--- config.mk ---
export PLATFORM = sky130hd
export DESIGN_NAME = itgt_top
export DESIGN_NICKNAME = d
export VERILOG_FILES = /design/src/rtl/itgt_pkg.sv /design/src/rtl/itgt_hash.sv /design/src/rtl/itgt_hist.sv /design/src/rtl/itgt_store.sv /design/src/rtl/itgt_top.sv
export SDC_FILE = /design/constraint.sdc
export NUM_CORES = 2
export LEC_CHECK = 0
export BUFFER_PORTS_ARGS = -buffer_cell sky130_fd_sc_hd__buf_2
export CELL_PAD_IN_SITES_DETAIL_PLACEMENT = 1
export CELL_PAD_IN_SITES_GLOBAL_PLACEMENT = 1
export CORE_UTILIZATION = 50
export DETAILED_ROUTE_END_ITERATION = 10
export GPL_TIMING_DRIVEN = 0
export HOLD_SLACK_MARGIN = 0.08
export PLACE_DENSITY_LB_ADDON = 0.1
export SYNTH_ARGS = -nofsm -noshare
export SYNTH_HDL_FRONTEND = slang
export SYNTH_HIERARCHICAL = 1
export SYNTH_SLANG_ARGS = --single-unit
--- constraint.sdc ---
create_clock -name clk -period 19.6 [get_ports clk]
set_input_delay 0 -clock clk [delete_from_list [all_inputs] [get_ports clk]]
set_output_delay 0 -clock clk [all_outputs]
set_load 0.05 [all_outputs]
--- src/rtl/itgt_pkg.sv ---
package itgt_pkg;

  typedef enum logic [1:0] {
    SRC_HIT  = 2'd0,
    SRC_FREE = 2'd1,
    SRC_RAND = 2'd2
  } way_src_e;

  function automatic logic [15:0] lfsr_step(input logic [15:0] s);
    logic fb;
    fb = s[15] ^ s[13] ^ s[12] ^ s[10];
    return {s[14:0], fb};
  endfunction

endpackage

--- src/rtl/itgt_hash.sv ---
module itgt_hash #(
  parameter int PC_W      = 32,
  parameter int SHIFT     = 2,
  parameter int IDX_W     = 4,
  parameter int TAG_W     = 8,
  parameter int PATH_LEN  = 2,
  parameter int GHR_W     = 8,
  parameter int CNT_W     = 2,
  parameter bit HASH_GHR  = 1'b1,
  parameter bit HASH_PATH = 1'b1
) (
  input  logic [PC_W-1:0]          pc,
  input  logic [GHR_W-1:0]         ghr,
  input  logic [PATH_LEN*PC_W-1:0] path_tgt,
  input  logic [CNT_W-1:0]         path_cnt,
  output logic [IDX_W-1:0]         idx,
  output logic [TAG_W-1:0]         tag
);

  localparam int STEP = IDX_W / PATH_LEN;

  logic [PC_W-1:0] aligned;
  logic [PC_W-1:0] contrib [PATH_LEN];
  logic [PC_W-1:0] acc;

  assign aligned = pc >> SHIFT;

  for (genvar p = 0; p < PATH_LEN; p++) begin : g_path
    if (HASH_PATH) begin : g_on
      assign contrib[p] = (path_cnt > CNT_W'(p))
                        ? (path_tgt[p*PC_W +: PC_W] >> (SHIFT + p*STEP))
                        : '0;
    end else begin : g_off
      assign contrib[p] = '0;
    end
  end

  always_comb begin
    acc = aligned;
    if (HASH_GHR) acc = acc ^ PC_W'(ghr);
    for (int p = 0; p < PATH_LEN; p++) acc = acc ^ contrib[p];
  end

  assign idx = acc[IDX_W-1:0];
  assign tag = aligned[TAG_W-1:0];

endmodule

--- src/rtl/itgt_hist.sv ---
module itgt_hist #(
  parameter int THREADS = 2,
  parameter int GHR_W   = 8,
  parameter int TID_W   = 1
) (
  input  logic             clk,
  input  logic             rst_n,
  input  logic [TID_W-1:0] lk_tid,
  output logic [GHR_W-1:0] lk_ghr,
  input  logic [TID_W-1:0] upd_tid,
  output logic [GHR_W-1:0] upd_ghr,
  input  logic             dir_valid,
  input  logic [TID_W-1:0] dir_tid,
  input  logic             dir_taken,
  output logic [GHR_W-1:0] dir_ckpt,
  input  logic             fix_valid,
  input  logic [TID_W-1:0] fix_tid,
  input  logic [GHR_W-1:0] fix_ckpt,
  input  logic             fix_taken,
  input  logic             sq_valid,
  input  logic [TID_W-1:0] sq_tid,
  input  logic [GHR_W-1:0] sq_ckpt
);

  logic [GHR_W-1:0] ghr [THREADS];

  assign lk_ghr   = ghr[lk_tid];
  assign upd_ghr  = ghr[upd_tid];
  assign dir_ckpt = ghr[dir_tid];

  for (genvar t = 0; t < THREADS; t++) begin : g_thr
    logic sq_hit, fix_hit, dir_hit;
    assign sq_hit  = sq_valid  && (sq_tid  == TID_W'(t));
    assign fix_hit = fix_valid && (fix_tid == TID_W'(t));
    assign dir_hit = dir_valid && (dir_tid == TID_W'(t));

    always_ff @(posedge clk) begin
      if (!rst_n)        ghr[t] <= '0;
      else if (sq_hit)   ghr[t] <= sq_ckpt;
      else if (fix_hit)  ghr[t] <= {fix_ckpt[GHR_W-2:0], fix_taken};
      else if (dir_hit)  ghr[t] <= {ghr[t][GHR_W-2:0], dir_taken};
    end
  end

  assert_squash_R11: assert property (@(posedge clk) disable iff (!rst_n)
    sq_valid |=> ghr[$past(sq_tid)] == $past(sq_ckpt));

  assert_repair_R10: assert property (@(posedge clk) disable iff (!rst_n)
    (fix_valid && !(sq_valid && sq_tid == fix_tid))
    |=> ghr[$past(fix_tid)] == {$past(fix_ckpt[GHR_W-2:0]), $past(fix_taken)});

  assert_predict_R9: assert property (@(posedge clk) disable iff (!rst_n)
    (dir_valid && !(sq_valid && sq_tid == dir_tid) && !(fix_valid && fix_tid == dir_tid))
    |=> ghr[$past(dir_tid)] == {$past(dir_ckpt[GHR_W-2:0]), $past(dir_taken)});

endmodule

--- src/rtl/itgt_store.sv ---
module itgt_store
  import itgt_pkg::*;
#(
  parameter int SETS  = 16,
  parameter int WAYS  = 4,
  parameter int TAG_W = 8,
  parameter int PC_W  = 32,
  parameter int IDX_W = 4,
  parameter int WAY_W = 2
) (
  input  logic             clk,
  input  logic             rst_n,
  input  logic             lk_valid,
  output logic             lk_ready,
  input  logic [IDX_W-1:0] lk_idx,
  input  logic [TAG_W-1:0] lk_tag,
  output logic             res_valid,
  input  logic             res_ready,
  output logic             res_hit,
  output logic [PC_W-1:0]  res_target,
  input  logic             upd_valid,
  input  logic [IDX_W-1:0] upd_idx,
  input  logic [TAG_W-1:0] upd_tag,
  input  logic [PC_W-1:0]  upd_target
);

  logic [WAYS-1:0]  vld  [SETS];
  logic [TAG_W-1:0] tags [SETS][WAYS];
  logic [PC_W-1:0]  tgts [SETS][WAYS];

  logic [15:0]      lfsr;
  logic [WAYS-1:0]  lk_match;
  logic [PC_W-1:0]  lk_sel;
  logic             lk_fire;
  logic             up_hit, free_any;
  logic [WAY_W-1:0] hit_way, free_way, wr_way;
  way_src_e         src;

  always_ff @(posedge clk) begin
    if (!rst_n) lfsr <= 16'hACE1;
    else        lfsr <= lfsr_step(lfsr);
  end

  for (genvar w = 0; w < WAYS; w++) begin : g_cmp
    assign lk_match[w] = vld[lk_idx][w] && (tags[lk_idx][w] == lk_tag);
  end

  always_comb begin
    lk_sel = '0;
    for (int w = 0; w < WAYS; w++)
      if (lk_match[w]) lk_sel = lk_sel | tgts[lk_idx][w];
  end

  assign lk_ready = !res_valid || res_ready;
  assign lk_fire  = lk_valid && lk_ready;

  always_ff @(posedge clk) begin
    if (!rst_n) begin
      res_valid  <= 1'b0;
      res_hit    <= 1'b0;
      res_target <= '0;
    end else if (lk_fire) begin
      res_valid  <= 1'b1;
      res_hit    <= |lk_match;
      res_target <= lk_sel;
    end else if (res_ready) begin
      res_valid  <= 1'b0;
    end
  end

  always_comb begin
    up_hit   = 1'b0;
    hit_way  = '0;
    free_any = 1'b0;
    free_way = '0;
    for (int w = WAYS-1; w >= 0; w--) begin
      if (vld[upd_idx][w] && tags[upd_idx][w] == upd_tag) begin
        up_hit  = 1'b1;
        hit_way = WAY_W'(w);
      end
      if (!vld[upd_idx][w]) begin
        free_any = 1'b1;
        free_way = WAY_W'(w);
      end
    end
    if (up_hit)        src = SRC_HIT;
    else if (free_any) src = SRC_FREE;
    else               src = SRC_RAND;
    case (src)
      SRC_HIT:  wr_way = hit_way;
      SRC_FREE: wr_way = free_way;
      default:  wr_way = lfsr[WAY_W-1:0];
    endcase
  end

  always_ff @(posedge clk) begin
    if (upd_valid) begin
      tags[upd_idx][wr_way] <= upd_tag;
      tgts[upd_idx][wr_way] <= upd_target;
    end
  end

  always_ff @(posedge clk) begin
    if (!rst_n) begin
      for (int s = 0; s < SETS; s++) vld[s] <= '0;
    end else if (upd_valid) begin
      vld[upd_idx][wr_way] <= 1'b1;
    end
  end

  assert_hold_R12: assert property (@(posedge clk) disable iff (!rst_n)
    (res_valid && !res_ready) |=> (res_valid && $stable(res_hit) && $stable(res_target)));

  assert_single_copy_R6: assert property (@(posedge clk) disable iff (!rst_n)
    $onehot0(lk_match));

  assert_fill_free_R7: assert property (@(posedge clk) disable iff (!rst_n)
    (upd_valid && !up_hit && free_any)
    |=> $countones(vld[$past(upd_idx)]) == $countones($past(vld[upd_idx])) + 1);

  assert_full_stays_R8: assert property (@(posedge clk) disable iff (!rst_n)
    (upd_valid && !free_any) |=> (vld[$past(upd_idx)] == {WAYS{1'b1}}));

endmodule

--- src/rtl/itgt_top.sv ---
module itgt_top #(
  parameter int PC_W      = 32,
  parameter int SETS      = 16,
  parameter int WAYS      = 4,
  parameter int TAG_W     = 8,
  parameter int PATH_LEN  = 2,
  parameter int SHIFT     = 2,
  parameter int THREADS   = 2,
  parameter int GHR_W     = 8,
  parameter bit HASH_GHR  = 1'b1,
  parameter bit HASH_PATH = 1'b1,
  localparam int TID_W    = (THREADS > 1) ? $clog2(THREADS) : 1,
  localparam int CNT_W    = $clog2(PATH_LEN + 1),
  localparam int IDX_W    = (SETS > 1) ? $clog2(SETS) : 1,
  localparam int WAY_W    = (WAYS > 1) ? $clog2(WAYS) : 1
) (
  input  logic                     clk,
  input  logic                     rst_n,
  input  logic                     lk_valid,
  output logic                     lk_ready,
  input  logic [PC_W-1:0]          lk_pc,
  input  logic [TID_W-1:0]         lk_tid,
  input  logic [PATH_LEN*PC_W-1:0] lk_path_tgt,
  input  logic [CNT_W-1:0]         lk_path_cnt,
  output logic                     res_valid,
  input  logic                     res_ready,
  output logic                     res_hit,
  output logic [PC_W-1:0]          res_target,
  input  logic                     upd_valid,
  output logic                     upd_ready,
  input  logic [PC_W-1:0]          upd_pc,
  input  logic [TID_W-1:0]         upd_tid,
  input  logic [PC_W-1:0]          upd_target,
  input  logic [PATH_LEN*PC_W-1:0] upd_path_tgt,
  input  logic [CNT_W-1:0]         upd_path_cnt,
  input  logic                     dir_valid,
  input  logic [TID_W-1:0]         dir_tid,
  input  logic                     dir_taken,
  output logic [GHR_W-1:0]         dir_ckpt,
  input  logic                     fix_valid,
  input  logic [TID_W-1:0]         fix_tid,
  input  logic [GHR_W-1:0]         fix_ckpt,
  input  logic                     fix_taken,
  input  logic                     sq_valid,
  input  logic [TID_W-1:0]         sq_tid,
  input  logic [GHR_W-1:0]         sq_ckpt
);

  logic [GHR_W-1:0] lk_ghr, upd_ghr;
  logic [IDX_W-1:0] lk_idx, upd_idx;
  logic [TAG_W-1:0] lk_tag, upd_tag;

  assign upd_ready = 1'b1;

  itgt_hist #(.THREADS(THREADS), .GHR_W(GHR_W), .TID_W(TID_W)) u_hist (
    .clk, .rst_n,
    .lk_tid, .lk_ghr, .upd_tid, .upd_ghr,
    .dir_valid, .dir_tid, .dir_taken, .dir_ckpt,
    .fix_valid, .fix_tid, .fix_ckpt, .fix_taken,
    .sq_valid, .sq_tid, .sq_ckpt
  );

  itgt_hash #(.PC_W(PC_W), .SHIFT(SHIFT), .IDX_W(IDX_W), .TAG_W(TAG_W),
              .PATH_LEN(PATH_LEN), .GHR_W(GHR_W), .CNT_W(CNT_W),
              .HASH_GHR(HASH_GHR), .HASH_PATH(HASH_PATH)) u_hash_lk (
    .pc(lk_pc), .ghr(lk_ghr), .path_tgt(lk_path_tgt), .path_cnt(lk_path_cnt),
    .idx(lk_idx), .tag(lk_tag)
  );

  itgt_hash #(.PC_W(PC_W), .SHIFT(SHIFT), .IDX_W(IDX_W), .TAG_W(TAG_W),
              .PATH_LEN(PATH_LEN), .GHR_W(GHR_W), .CNT_W(CNT_W),
              .HASH_GHR(HASH_GHR), .HASH_PATH(HASH_PATH)) u_hash_upd (
    .pc(upd_pc), .ghr(upd_ghr), .path_tgt(upd_path_tgt), .path_cnt(upd_path_cnt),
    .idx(upd_idx), .tag(upd_tag)
  );

  itgt_store #(.SETS(SETS), .WAYS(WAYS), .TAG_W(TAG_W), .PC_W(PC_W),
               .IDX_W(IDX_W), .WAY_W(WAY_W)) u_store (
    .clk, .rst_n,
    .lk_valid, .lk_ready, .lk_idx, .lk_tag,
    .res_valid, .res_ready, .res_hit, .res_target,
    .upd_valid, .upd_idx, .upd_tag, .upd_target
  );

  assert_accept_R5: assert property (@(posedge clk) disable iff (!rst_n)
    (lk_valid && lk_ready) |=> res_valid);

endmodule

Word-level counts from Yosys, hierarchy flattened --
Memories as Yosys holds them, arrays and structs flattened. Cells that the tools add are included.
Storage, ports and cells: RAM bits 2640, input bits 259, memories 4, output and inout port bits 44, register bits after elaboration 50
Memory list:
- u_store.tgts | depth 16, width 128, read ports 1, clocked after Yosys merged registers in 0, wr ports 1, RTL line itgt_store.sv:29 | logic [PC_W-1:0] tgts [SETS][WAYS];
- u_store.tags | depth 16, width 32, read ports 2, clocked after Yosys merged registers in 0, wr ports 1, RTL line itgt_store.sv:28 | logic [TAG_W-1:0] tags [SETS][WAYS];
- u_store.vld | depth 16, width 4, read ports 2, clocked after Yosys merged registers in 0, wr ports 16, RTL line itgt_store.sv:27 | logic [WAYS-1:0] vld [SETS];
- u_hist.ghr | depth 2, width 8, read ports 5, clocked after Yosys merged registers in 0, wr ports 2, RTL line itgt_hist.sv:25 | logic [GHR_W-1:0] ghr [THREADS];
Cells by class: magnitude comparators 8, bitwise gates (word level) 22, eq/ne operators 9, mux-type cells 74, reduce and logical (&&, ||, !) cells 23
Operators by type and width (count):
- two-way mux 32 bit | 6
- two-way mux 128 bit | 1
- OR 32 bit | 3
- demux 32 bit (select 2 bit) | 1
- equality test 8 bit | 8
- two-way mux 8 bit | 7
- two-way mux 1 bit | 38
- two-way mux 4 bit | 8
- bitwise XOR 4 bit | 6
- two-way mux 2 bit | 10
- logical AND 1 bit | 17
- demux 8 bit (select 2 bit) | 1
- greater-than comparator 2 x 1 -> 1 bit, second input constant | 4
- OR reduction 4 bit | 2
- OR 1 bit | 6
- case mux 2 bit (2 select lines) | 1
- >= comparator 3 bit, second input constant | 1
- less-than comparator 2 x 3 -> 1 bit, second input constant | 1
- less-than comparator 3 x 1 -> 1 bit, second input constant | 1
- inverter 1 bit | 3
- inverter 2 -> 3 bit | 1
- bitwise XOR 1 bit | 3
- demux 1 bit (select 2 bit) | 1
- equality test 2 x 1 -> 1 bit, second input constant | 1
- other kinds (5) | 5

Depth between registers and ports, before layout --
An unclocked memory read counts as a cell.
depth after elaboration 21, depth in mapped cells 20, mapped depth without buffers 12

By module --
Netlist, hierarchy kept.
Modules (own cells, without submodules):
- itgt_store | instances 1, area each 107185.3 um2, cells each 4717
- itgt_hist | instances 1, area each 1380.1 um2, cells each 123
- itgt_hash | instances 2, area each 241.5 um2, cells each 32
- itgt_top | instances 1, area each 11.3 um2, cells each 2

Worst setup path after synthesis --
OpenSTA, ideal clock, no wires.
kind reg2reg, start point memory u_hist.ghr[1][0], end point memory u_store/tags[0][16] (netlist bit), enable pin, slack 12.898 ns, library setup time 0.487 ns, buffers on the path 5, required time 19.113 ns, cell stages (with the launch flop) 17, arrival time 6.215 ns, cells stage by stage edfxtp_1 > mux2_2 > xor2_1 > o32ai_1 > buf_4 > buf_6 > buf_4 > buf_4 > buf_2 > mux2i_1 > a22oi_1 > and3_1 > o2111ai_1 > o31ai_1 > a31oi_4 > a32oi_2 > nor3_1
RTL lines (RTL line):
- start, declared | itgt_hist.sv:25
- end, declared | itgt_store.sv:28

==> results.cfg <==
[placed_design]
io_buffers = 125
dp_hpwl_mm = 257.8
gp_congestion = 0.8991

[clocking]
clk_pin_slew_ns = 0.06
numCtsBuffers = 296
cts_tree = built
h-tree-depth = 5
cts_root_buf = clkbuf_16
cts.sinks = 2690
cts_buffer_depth = 4
ctsResizeCount = 0
insertion_delay_ns = 0.95

[worst_setup_path]
worst_setup_path_end_kind = flip-flop
cp_max_fo = 13
r2r_slack_ns = 10.92
cp-start-kind = flip-flop
arrival_ns = 9.28
required_ns = 20.20
critical_path_class = reg -> reg

[layout]
fillers = 17950
nNetsFinal = 5877
drive_gt1_frac = 0.3396
area_growth_pct = 17.05
layout_commonest_cell = edfxtp_1
layout_common_cells = 2576 x edfxtp_1, 933 x mux4_2, 304 x clkbuf_16

[grt]
grt_pass1_vias = 60730
grt_max_degree = 70
grt-ovfl-total = 0
track_usage = 0.3521
grt_pass1_wl_mm = 514.8
antenna_found_initial = 17

[logic_synthesis]
yosysWarnings = 6
synthCells = 4898
synth_nets = 5157
syn_area_um2 = 109000
syn_area_per_cell_um2 = 22.25

[outcome]
failed_checks = capacitance limit
status = finished, violations left

[sta]
whs_ns = 0.1762
layout_min_cycle_time_ns = 8.681
setup_violations = 0
slew_headroom = 0.009718
finalClockSkew_ns = 0.05266
rsz0062_at_grt = no
finalCritPeriodShare = 0.4429
final_max_slew_viol_count = 0
hold_violations = 0
fin_tns_setup_ns = 0
fmax_mhz = 115.2
tightest_slew_ns = 1.481

[route]
wirelength_mm = 383.8
drt_iter0_markers = 8699
first_pass_iters = 6
vias = 60770
drc = 0
avgRoutedWirePerCell_um = 44.16
vias_per_cell = 6.992
antenna_left = 0

[die]
start_util = 0.5023
coreArea_um2 = 217000
io_pins = 303
die-height_um = 468.8
die-width_um = 468.8
dieArea_um2 = 219800
fp-row-count = 171

[power_and_ir_drop]
power_leakage_nw = 40.46
p_per_area_nw_per_um2 = 115.6
ir_drop_v = 0.0001102

[job]
maxCapViolCount = 1

[min_path]
hold_class = in -> reg
-- final timing paths --
| check | from | to | cells after the start |
|---|---|---|---|
| worst max-delay path | u_hist/ghr[1][3] | u_store/tgts[5][11] | 18 |
| worst min-delay path | fix_tid | u_hist/ghr[0][2] | 4 |
| worst max register to register | u_hist/ghr[1][3] | u_store/tgts[5][11] | 18 |
| worst min register to register | u_store/lfsr[9] | u_store/lfsr[10] | 1 |
-- what timing repair did --
action | CTS | global route
buffers inserted | 0 | 0
hold endpoints to repair | 2685 | 0
hold buffers | 113 | 0
-- per-stage QoR --
stage / total power, mW / setup WS (ns) / util / instances / instance area (um2)
after floorplan: 8.227 / 12.90 / - / 4898 / 109000
after global placement: 9.376 / 4.404 / 0.5216 / 7877 / 113200
after detailed placement: 9.429 / 11.21 / 0.5403 / 8060 / 117200
after CTS: 14.78 / 11.16 / 0.5877 / 8683 / 127500
after global routing: 15.03 / 11.17 / 0.5879 / 8687 / 127500
final: 14.74 / 10.92 / 0.5879 / 8692 / 127600
-- worst max-delay path, cell delays in order, from the launching register on --
cell and delay (ns):
edfxtp_1 0.47, mux2_2 0.34, xor2_1 0.17, xnor2_1 0.85
buf_2 0.45, buf_2 0.49, buf_1 1.11, clkbuf_1 0.86
mux2i_1 0.50, xnor2_1 0.15, nand4_1 0.12, nand4b_1 0.39
buf_4 0.32, o2111ai_2 0.25, buf_2 0.40, nor2_4 0.74
buf_16 0.25, buf_12 0.20, buf_12 0.20
-- power by group --
| part | internal (mW) | leakage [nW] | switching, mW |
|---|---|---|---|
| logic | 1.15 | 11.8 | 1.79 |
| registers | 6.38 | 24.1 | 0.0329 |
| clock network | 3.15 | 4.49 | 2.24 |
-- per-layer routing --
metal	part of all wire	GRT usage	vias to the layer above
li1	-	-	22410
met1	0.37	0.4665	33240
met2	0.47	0.5565	4183
met3	0.10	0.07015	937
met4	0.063	0.1853	8
met5	0.00015	0	-
-- state kept, by name (all words and copies together) (netlist names) --
| register | count |
|---|---|
| u_store/tgts | 2048 |
| u_store/res_target | 32 |
| u_hist/ghr | 16 |
| u_store/res_hit | 1 |
| u_store/res_valid | 1 |
| u_store/vld | 64 |
| u_store/tags | 512 |
| u_store/lfsr | 16 |
-- final cells by class --
| cell class | count | area (um2) | share of cell area |
|---|---|---|---|
| diodes | 8 | 20.02 | 0.0001569 |
| inverters | 8 | 30.03 | 0.0002354 |
| well taps | 2854 | 3571 | 0.02800 |
| clock inverters | 133 | 1201 | 0.009417 |
| multi-input cells | 1869 | 27990 | 0.2194 |
| clock buffers | 377 | 7951 | 0.06234 |
| repair buffers | 422 | 5353 | 0.04196 |
| plain buffers | 331 | 1802 | 0.01413 |
| flip-flops and latches | 2690 | 79640 | 0.6243 |
No activity file was read; power rests on OpenSTA's default activity.
